## config.mk

```make
export PLATFORM = sky130hd
export DESIGN_NAME = puf_key_seq
export DESIGN_NICKNAME = d
export VERILOG_FILES = /design/src/rtl/puf_seq_pkg.sv /design/src/rtl/puf_resp_capture.sv /design/src/rtl/puf_stage_wdog.sv /design/src/rtl/puf_fuse_lock.sv /design/src/rtl/puf_key_seq.sv
export SDC_FILE = /design/constraint.sdc
export NUM_CORES = 1
export LEC_CHECK = 0
export BUFFER_PORTS_ARGS = -buffer_cell sky130_fd_sc_hd__buf_2
export CAP_MARGIN = 15
export CORE_ASPECT_RATIO = 1.4
export CORE_UTILIZATION = 40
export CTS_CLUSTER_DIAMETER = 120
export CTS_CLUSTER_SIZE = 20
export DETAILED_ROUTE_END_ITERATION = 12
export PLACE_DENSITY = 0.66
export SLEW_MARGIN = 0
export SYNTH_ARGS = -nofsm -noshare
export SYNTH_HDL_FRONTEND = slang
export SYNTH_SLANG_ARGS = --single-unit
```

## constraint.sdc

```tcl
create_clock -name clk_i -period 2.85 [get_ports clk_i]
set_input_delay 0.4275 -clock clk_i [delete_from_list [all_inputs] [get_ports clk_i]]
set_output_delay 0.4275 -clock clk_i [all_outputs]
set_load 0.005 [all_outputs]
```

## src/rtl/puf_seq_pkg.sv

```systemverilog
package puf_seq_pkg;
  typedef enum logic [3:0] {
    ST_IDLE, ST_CAPT, ST_HLP1, ST_HLP2, ST_EXT_REQ, ST_EXT_WAIT,
    ST_DEC_REQ, ST_DEC_WAIT, ST_DONE, ST_ERR
  } seq_state_e;
endpackage

```

## src/rtl/puf_resp_capture.sv

```systemverilog
module puf_resp_capture #(
  parameter int ADDR_W = 8,
  parameter int DATA_W = 8,
  parameter int WORDS  = 4,
  localparam int RESP_W = WORDS * DATA_W,
  localparam int IDX_W  = (WORDS > 1) ? $clog2(WORDS) : 1
) (
  input  logic              clk_i,
  input  logic              rst_ni,
  input  logic              start_i,
  input  logic [ADDR_W-1:0] base_i,
  input  logic              take_i,
  input  logic [DATA_W-1:0] rdata_i,
  output logic [ADDR_W-1:0] addr_o,
  output logic              last_o,
  output logic [RESP_W-1:0] resp_o
);
  logic [ADDR_W-1:0] base_q;
  logic [IDX_W-1:0]  idx_q;

  always_ff @(posedge clk_i or negedge rst_ni) begin
    if (!rst_ni) begin
      base_q <= '0;
      idx_q  <= '0;
    end else if (start_i) begin
      base_q <= base_i;
      idx_q  <= '0;
    end else if (take_i && !last_o) begin
      idx_q <= idx_q + 1'b1;
    end
  end

  assign addr_o = base_q + ADDR_W'(idx_q);
  assign last_o = (idx_q == IDX_W'(WORDS - 1));

  for (genvar w = 0; w < WORDS; w++) begin : g_word
    always_ff @(posedge clk_i or negedge rst_ni) begin
      if (!rst_ni)                                 resp_o[w*DATA_W +: DATA_W] <= '0;
      else if (take_i && idx_q == IDX_W'(w))       resp_o[w*DATA_W +: DATA_W] <= rdata_i;
    end
  end
endmodule

```

## src/rtl/puf_stage_wdog.sv

```systemverilog
module puf_stage_wdog #(
  parameter int LIMIT = 1024,
  localparam int CNT_W = $clog2(LIMIT + 1)
) (
  input  logic clk_i,
  input  logic rst_ni,
  input  logic busy_i,
  input  logic progress_i,
  output logic expire_o
);
  logic [CNT_W-1:0] cnt_q;

  always_ff @(posedge clk_i or negedge rst_ni) begin
    if (!rst_ni)                     cnt_q <= '0;
    else if (!busy_i || progress_i) cnt_q <= '0;
    else                             cnt_q <= cnt_q + 1'b1;
  end

  assign expire_o = busy_i && !progress_i && (cnt_q == CNT_W'(LIMIT - 1));
endmodule

```

## src/rtl/puf_fuse_lock.sv

```systemverilog
module puf_fuse_lock (
  input  logic clk_i,
  input  logic por_ni,
  input  logic set_i,
  output logic locked_o
);
  // one-way: only power-on clears it
  always_ff @(posedge clk_i or negedge por_ni) begin
    if (!por_ni)    locked_o <= 1'b0;
    else if (set_i) locked_o <= 1'b1;
  end
endmodule

```

## src/rtl/puf_key_seq.sv

```systemverilog
module puf_key_seq
  import puf_seq_pkg::*;
#(
  parameter int ADDR_W     = 10,
  parameter int DATA_W     = 8,
  parameter int RESP_WORDS = 8,
  parameter int KEY_W      = 32,
  parameter int WDOG_LIMIT = 1024,
  localparam int RESP_W    = RESP_WORDS * DATA_W
) (
  input  logic              clk_i,
  input  logic              rst_ni,
  input  logic              por_ni,
  input  logic              img_valid_i,
  output logic              img_ready_o,
  input  logic [ADDR_W-1:0] chal_base_i,
  output logic              sram_req_o,
  output logic [ADDR_W-1:0] sram_addr_o,
  input  logic              sram_ack_i,
  input  logic [DATA_W-1:0] sram_rdata_i,
  output logic              raw_valid_o,
  output logic [DATA_W-1:0] raw_data_o,
  input  logic              lock_set_i,
  output logic              locked_o,
  output logic              hlp_req_o,
  output logic              hlp_sel_o,
  input  logic              hlp_ack_i,
  input  logic [RESP_W-1:0] hlp_data_i,
  output logic              ext_valid_o,
  input  logic              ext_ready_i,
  output logic [RESP_W-1:0] ext_resp_o,
  output logic [RESP_W-1:0] ext_w1_o,
  output logic [RESP_W-1:0] ext_w2_o,
  input  logic              ext_done_i,
  input  logic              ext_fail_i,
  input  logic [KEY_W-1:0]  ext_key_i,
  output logic              dec_valid_o,
  input  logic              dec_ready_i,
  output logic [KEY_W-1:0]  dec_key_o,
  input  logic              dec_done_i,
  output logic              cfg_done_o,
  output logic              err_o
);
  seq_state_e state_q, nxt_norm, state_d;
  logic [RESP_W-1:0] resp, w1_q, w2_q;
  logic [KEY_W-1:0]  key_q;
  logic cap_take, cap_last, cap_start, busy, progress, expire;

  assign cap_start = (state_q == ST_IDLE) && img_valid_i;
  assign cap_take  = (state_q == ST_CAPT) && sram_ack_i;

  puf_resp_capture #(.ADDR_W(ADDR_W), .DATA_W(DATA_W), .WORDS(RESP_WORDS)) u_cap (
    .clk_i, .rst_ni, .start_i(cap_start), .base_i(chal_base_i), .take_i(cap_take),
    .rdata_i(sram_rdata_i), .addr_o(sram_addr_o), .last_o(cap_last), .resp_o(resp)
  );

  puf_fuse_lock u_lock (.clk_i, .por_ni, .set_i(lock_set_i), .locked_o);

  always_comb begin
    nxt_norm = state_q;
    unique case (state_q)
      ST_IDLE:     if (img_valid_i)               nxt_norm = ST_CAPT;
      ST_CAPT:     if (sram_ack_i && cap_last)    nxt_norm = ST_HLP1;
      ST_HLP1:     if (hlp_ack_i)                 nxt_norm = ST_HLP2;
      ST_HLP2:     if (hlp_ack_i)                 nxt_norm = ST_EXT_REQ;
      ST_EXT_REQ:  if (ext_ready_i)               nxt_norm = ST_EXT_WAIT;
      ST_EXT_WAIT: if (ext_done_i)                nxt_norm = ext_fail_i ? ST_ERR : ST_DEC_REQ;
      ST_DEC_REQ:  if (dec_ready_i)               nxt_norm = ST_DEC_WAIT;
      ST_DEC_WAIT: if (dec_done_i)                nxt_norm = ST_DONE;
      default:                                    nxt_norm = state_q;
    endcase
  end

  assign busy     = !(state_q inside {ST_IDLE, ST_DONE, ST_ERR});
  assign progress = (nxt_norm != state_q) || cap_take;

  puf_stage_wdog #(.LIMIT(WDOG_LIMIT)) u_wdog (
    .clk_i, .rst_ni, .busy_i(busy), .progress_i(progress), .expire_o(expire)
  );

  assign state_d = expire ? ST_ERR : nxt_norm;

  always_ff @(posedge clk_i or negedge rst_ni) begin
    if (!rst_ni) state_q <= ST_IDLE;
    else         state_q <= state_d;
  end

  always_ff @(posedge clk_i or negedge rst_ni) begin
    if (!rst_ni) begin
      w1_q <= '0;
      w2_q <= '0;
    end else begin
      if (state_q == ST_HLP1 && hlp_ack_i) w1_q <= hlp_data_i;
      if (state_q == ST_HLP2 && hlp_ack_i) w2_q <= hlp_data_i;
    end
  end

  // key lives only from extraction until decrypt finishes
  always_ff @(posedge clk_i or negedge rst_ni) begin
    if (!rst_ni)                                         key_q <= '0;
    else if (state_d == ST_ERR || state_d == ST_DONE)    key_q <= '0;
    else if (state_q == ST_EXT_WAIT && ext_done_i)       key_q <= ext_key_i;
  end

  assign img_ready_o = (state_q == ST_IDLE);
  assign sram_req_o  = (state_q == ST_CAPT);
  assign raw_valid_o = cap_take && !locked_o;
  assign raw_data_o  = raw_valid_o ? sram_rdata_i : '0;
  assign hlp_req_o   = (state_q == ST_HLP1) || (state_q == ST_HLP2);
  assign hlp_sel_o   = (state_q == ST_HLP2);
  assign ext_valid_o = (state_q == ST_EXT_REQ);
  assign ext_resp_o  = ext_valid_o ? resp : '0;
  assign ext_w1_o    = w1_q;
  assign ext_w2_o    = w2_q;
  assign dec_valid_o = (state_q == ST_DEC_REQ);
  assign dec_key_o   = (state_q inside {ST_DEC_REQ, ST_DEC_WAIT}) ? key_q : '0;
  assign cfg_done_o  = (state_q == ST_DONE);
  assign err_o       = (state_q == ST_ERR);
endmodule

```

==> metrics.md <==
| Metric | Value |
|---|---|
| Crit path max fanout | 5 |
| Synth async-reset ratio | 100% |
| Post-route insts no fill | 1552 |
| Gpl congestion | 0.786 |
| GRT Total Usage | 19.9% |
| Startpoint type of the worst setup path | register |
| #FFs+latches synth | 253 |
| Worst-case clock buffer depth | 3 |
| Setup CP Type | register to output pin |
| Nets@finish | 1322 |
| Area contributors post-synth | dfrtp_1 (58%), mux2_2 (21%), and2_1 (6.0%) |
| EDFF count, synth | 0 |
| Slew of the pin with the lowest slew margin | 0.575 ns |
| Seq/Total Area, Yosys | 57.7% |
| Post-CTS Setup Bufs | 0 |
| Vias in the first global route | 8012 |
| Mapped Area | 11000 um2 |
| VDD IR-drop max | 0.000692 V |
| RR Endpoint | u_cap.resp_o[45] |
| Pwr/cell area | 764 nW/um2 |
| IO Count | 378 |
| Unrepaired setup endpoints after global routing | false |
| Global-route wire length before repair | 43.5 mm |
| Routed length per instance | 18.0 um |
| Pin count of the biggest net entering global routing | 67 |
| TritonCTS clock tree | built |
| Core area | 26900 um2 |
| Via count | 7681 |
| Worst hold path type | primary input to register |
| CTS sink cnt | 253 |
| RR Startpoint | state_q[3] |
| R2R setup slack | 0.58 ns |
| Slew Viols, Final | 0 |
| Synth top area share | 57.7% |
| Worst reg2reg path depth | 4 |
| Syn. warnings | 0 |
| DR iter-0 viols | 299 |
| Die ar. | 28100 um2 |
| Synth-to-layout area growth | 25.5% |
| Router iterations before antenna repair | 4 |
| Placed instance count | 1530 |
| Gr ovfl total | 0 |
| Worst Path Required | 2.42 ns |
| Cells after synthesis | 819 |
| Mean Syn Cell Area | 13.4 um2 |
| Cell variety after synth | 50 |
| Initial antenna violation count | 3 |
| Worst Setup End Kind | output pin |
| CTS root buffer | clkbuf_16 |
| DRT antenna net count | 0 |
| H-tree depth | 1 |
| Initial Util | 40.7% |
| Clock latency on the worst-skew pair | 0.49 ns |
| Fin Setup TNS | 0 ns |
| Syn Nets | 956 |
| Clock skew | 0.0166 ns |
| DRC Markers | 0 |
| Height of the die | 198 um |
| Worst-path clk slew | 0.08 ns |
| Hold Crit Depth | 2 |
| Final Cycle Share | 93.7% |
| Vias per inst | 4.95 |
| Die extent in x | 142 um |
| Status | finished, final reports clean |
| Share of layout cells above drive strength 1 | 52.7% |
| Drt total wl | 27.9 mm |
| Minimum clock period | 2.67 ns |
| Port-buffer cells | 377 |
| CTS buffer count | 16 |
| Num rows | 71 |
| Dominant cell type by area after synthesis | dfrtp_1 |
| Final HPWL DP | 20.3 mm |
| Lkg Pwr | 0.00776 uW |
| Hold Crit Start | lock_set_i |
| WHS Endpoint | u_lock.locked_o |
| Fmax | 374 MHz |
| Rel. slew slack | 61.7% |
| Hold Fails Final Rpt | 0 |
| Setup violators final | 0 |
| Synth Flop Type | dfrtp_1 |
| Arrival time at the worst endpoint | 2.24 ns |
| Maxcap violations | 0 |
[power by group]
part	internal, uW	leakage, uW	switching [uW]
Clock	1070	0.000214	1170
Combinational	1620	0.00413	1410
Sequential	4590	0.00342	670
Total	7270	0.00776	3250
[cell usage in the layout (no fill, tap or decap), drive strengths merged, types with 2 or more instances in the layout]
| cell type | count |
|---|---|
| nand2b | 2 |
| nand2 | 18 |
| nand3 | 13 |
| nor2b | 4 |
| nor2 | 22 |
| o21ai | 5 |
| xor2 | 9 |
| and3 | 6 |
| mux2i | 33 |
| clkbuf | 17 |
| and2 | 106 |
| a21o | 2 |
| xnor2 | 7 |
| nor4b | 3 |
| nand4 | 7 |
| nand3b | 2 |
| inv | 12 |
| mux2 | 202 |
| buf | 390 |
| ha | 10 |
| nor3b | 2 |
| a21oi | 4 |
| or2 | 2 |
| nor3 | 32 |
| dfrtp | 253 |
| diode | 2 |
| dlygate4sd3 | 2 |
[cell families (layout without fill, tap and decap cells)]
logic type / Yosys count / after routing / synth area share [%]
compound gates: 23 / 23 / 1.43
xor+xnor: 16 / 16 / 1.28
fa+ha+maj: 11 / 11 / 1.32
buf+inv: 55 / 421 / 2.45
flops: 253 / 253 / 57.7
mux: 235 / 235 / 23.8
other cells: 0 / 2 / 0
simple gates: 226 / 226 / 12.0
[state kept, by name (all words and copies together), names as in the netlist]
name and count:
ext_w1_o 64, ext_w2_o 64, u_cap.resp_o 64, key_q 32
u_wdog.cnt_q 11, u_cap.base_q 10, state_q 4, u_cap.idx_q 3
u_lock.locked_o 1
[synthesized netlist by cell type, drive strengths merged, types with 2 or more instances]
cell / n
xor2: 9
mux2i: 33
nor2b: 4
a21oi: 4
nand4: 7
dfrtp: 253
o21ai: 5
nand3: 13
nand2: 18
nor4b: 3
and2: 106
buf: 26
and3: 6
nand2b: 2
mux2: 202
clkbuf: 18
xnor2: 7
nand3b: 2
a21o: 2
nor3b: 2
nor2: 22
nor3: 32
or2: 2
inv: 11
ha: 10
[worst max-delay path: stages, from the launching register on]
cell     delay [ns]
dfrtp_1        0.45
ha_1           0.32
a21o_1         0.18
a21oi_1        0.36
nor2_1         0.11
xor2_1         0.18
buf_2          0.14
[per-layer routing]
| layer | track usage (%) | vias to the layer above | wire, um |
|---|---|---|---|
| li1 | - | 3561 | - |
| met1 | 23.0 | 3816 | 10900 |
| met2 | 35.5 | 268 | 14200 |
| met3 | 6.43 | 34 | 2360 |
| met4 | 4.58 | 2 | 501 |
| met5 | 0 | - | 12 |
[layout make-up]
class                           count  area [um2]
Fill cell                        2428       13200
Sequential cell                   253        6330
Multi-Input combinational cell    511        4380
Timing Repair Buffer              392        2110
Tap cell                          365         457
Clock buffer                       17         425
Inverter                           11        41.3
Clock inverter                      1        8.76
Antenna cell                        2        5.00
[per-stage QoR]
| step | area, um2 | power (uW) | hold slack, ns | util (%) | worst slack, ns |
|---|---|---|---|---|---|
| 2_1_floorplan | 11000 | 6790 | 0.132 | - | 0.831 |
| 3_3_place_gp | 13300 | 8290 | 0.203 | 49.4 | 0.577 |
| 3_5_place_dp | 13300 | 8390 | 0.205 | 49.4 | 0.505 |
| 4_1_cts | 13700 | 10700 | 0.137 | 51.1 | 0.000487 |
| 5_1_grt | 13800 | 11200 | 0.140 | 51.1 | 0.0321 |
| 6_report | 13800 | 10500 | 0.158 | 51.1 | 0.179 |
[timing repair]
item                                    CTS  global route
resized for setup                         1             4
hold endpoints to repair                 62             0
endpoints found under the setup margin    8            59
hold buffers                              2             0
gates cloned                              0             0
[how the worst max path moves through the flow]
stage,startpoint,depth (start not counted),endpoint,slack [ns]
after CTS,state_q[1],5,raw_data_o[0],0.0005
after global routing,u_cap.idx_q[1],7,sram_addr_o[8],0.03
final,u_cap.idx_q[1],6,sram_addr_o[5],0.18
after detailed placement,state_q[0],6,state_q[3],0.50
after global placement,state_q[0],6,state_q[3],0.58
after floorplan,u_wdog.cnt_q[0],8,key_q[10],0.83
(Power assumes the default switching activity.)
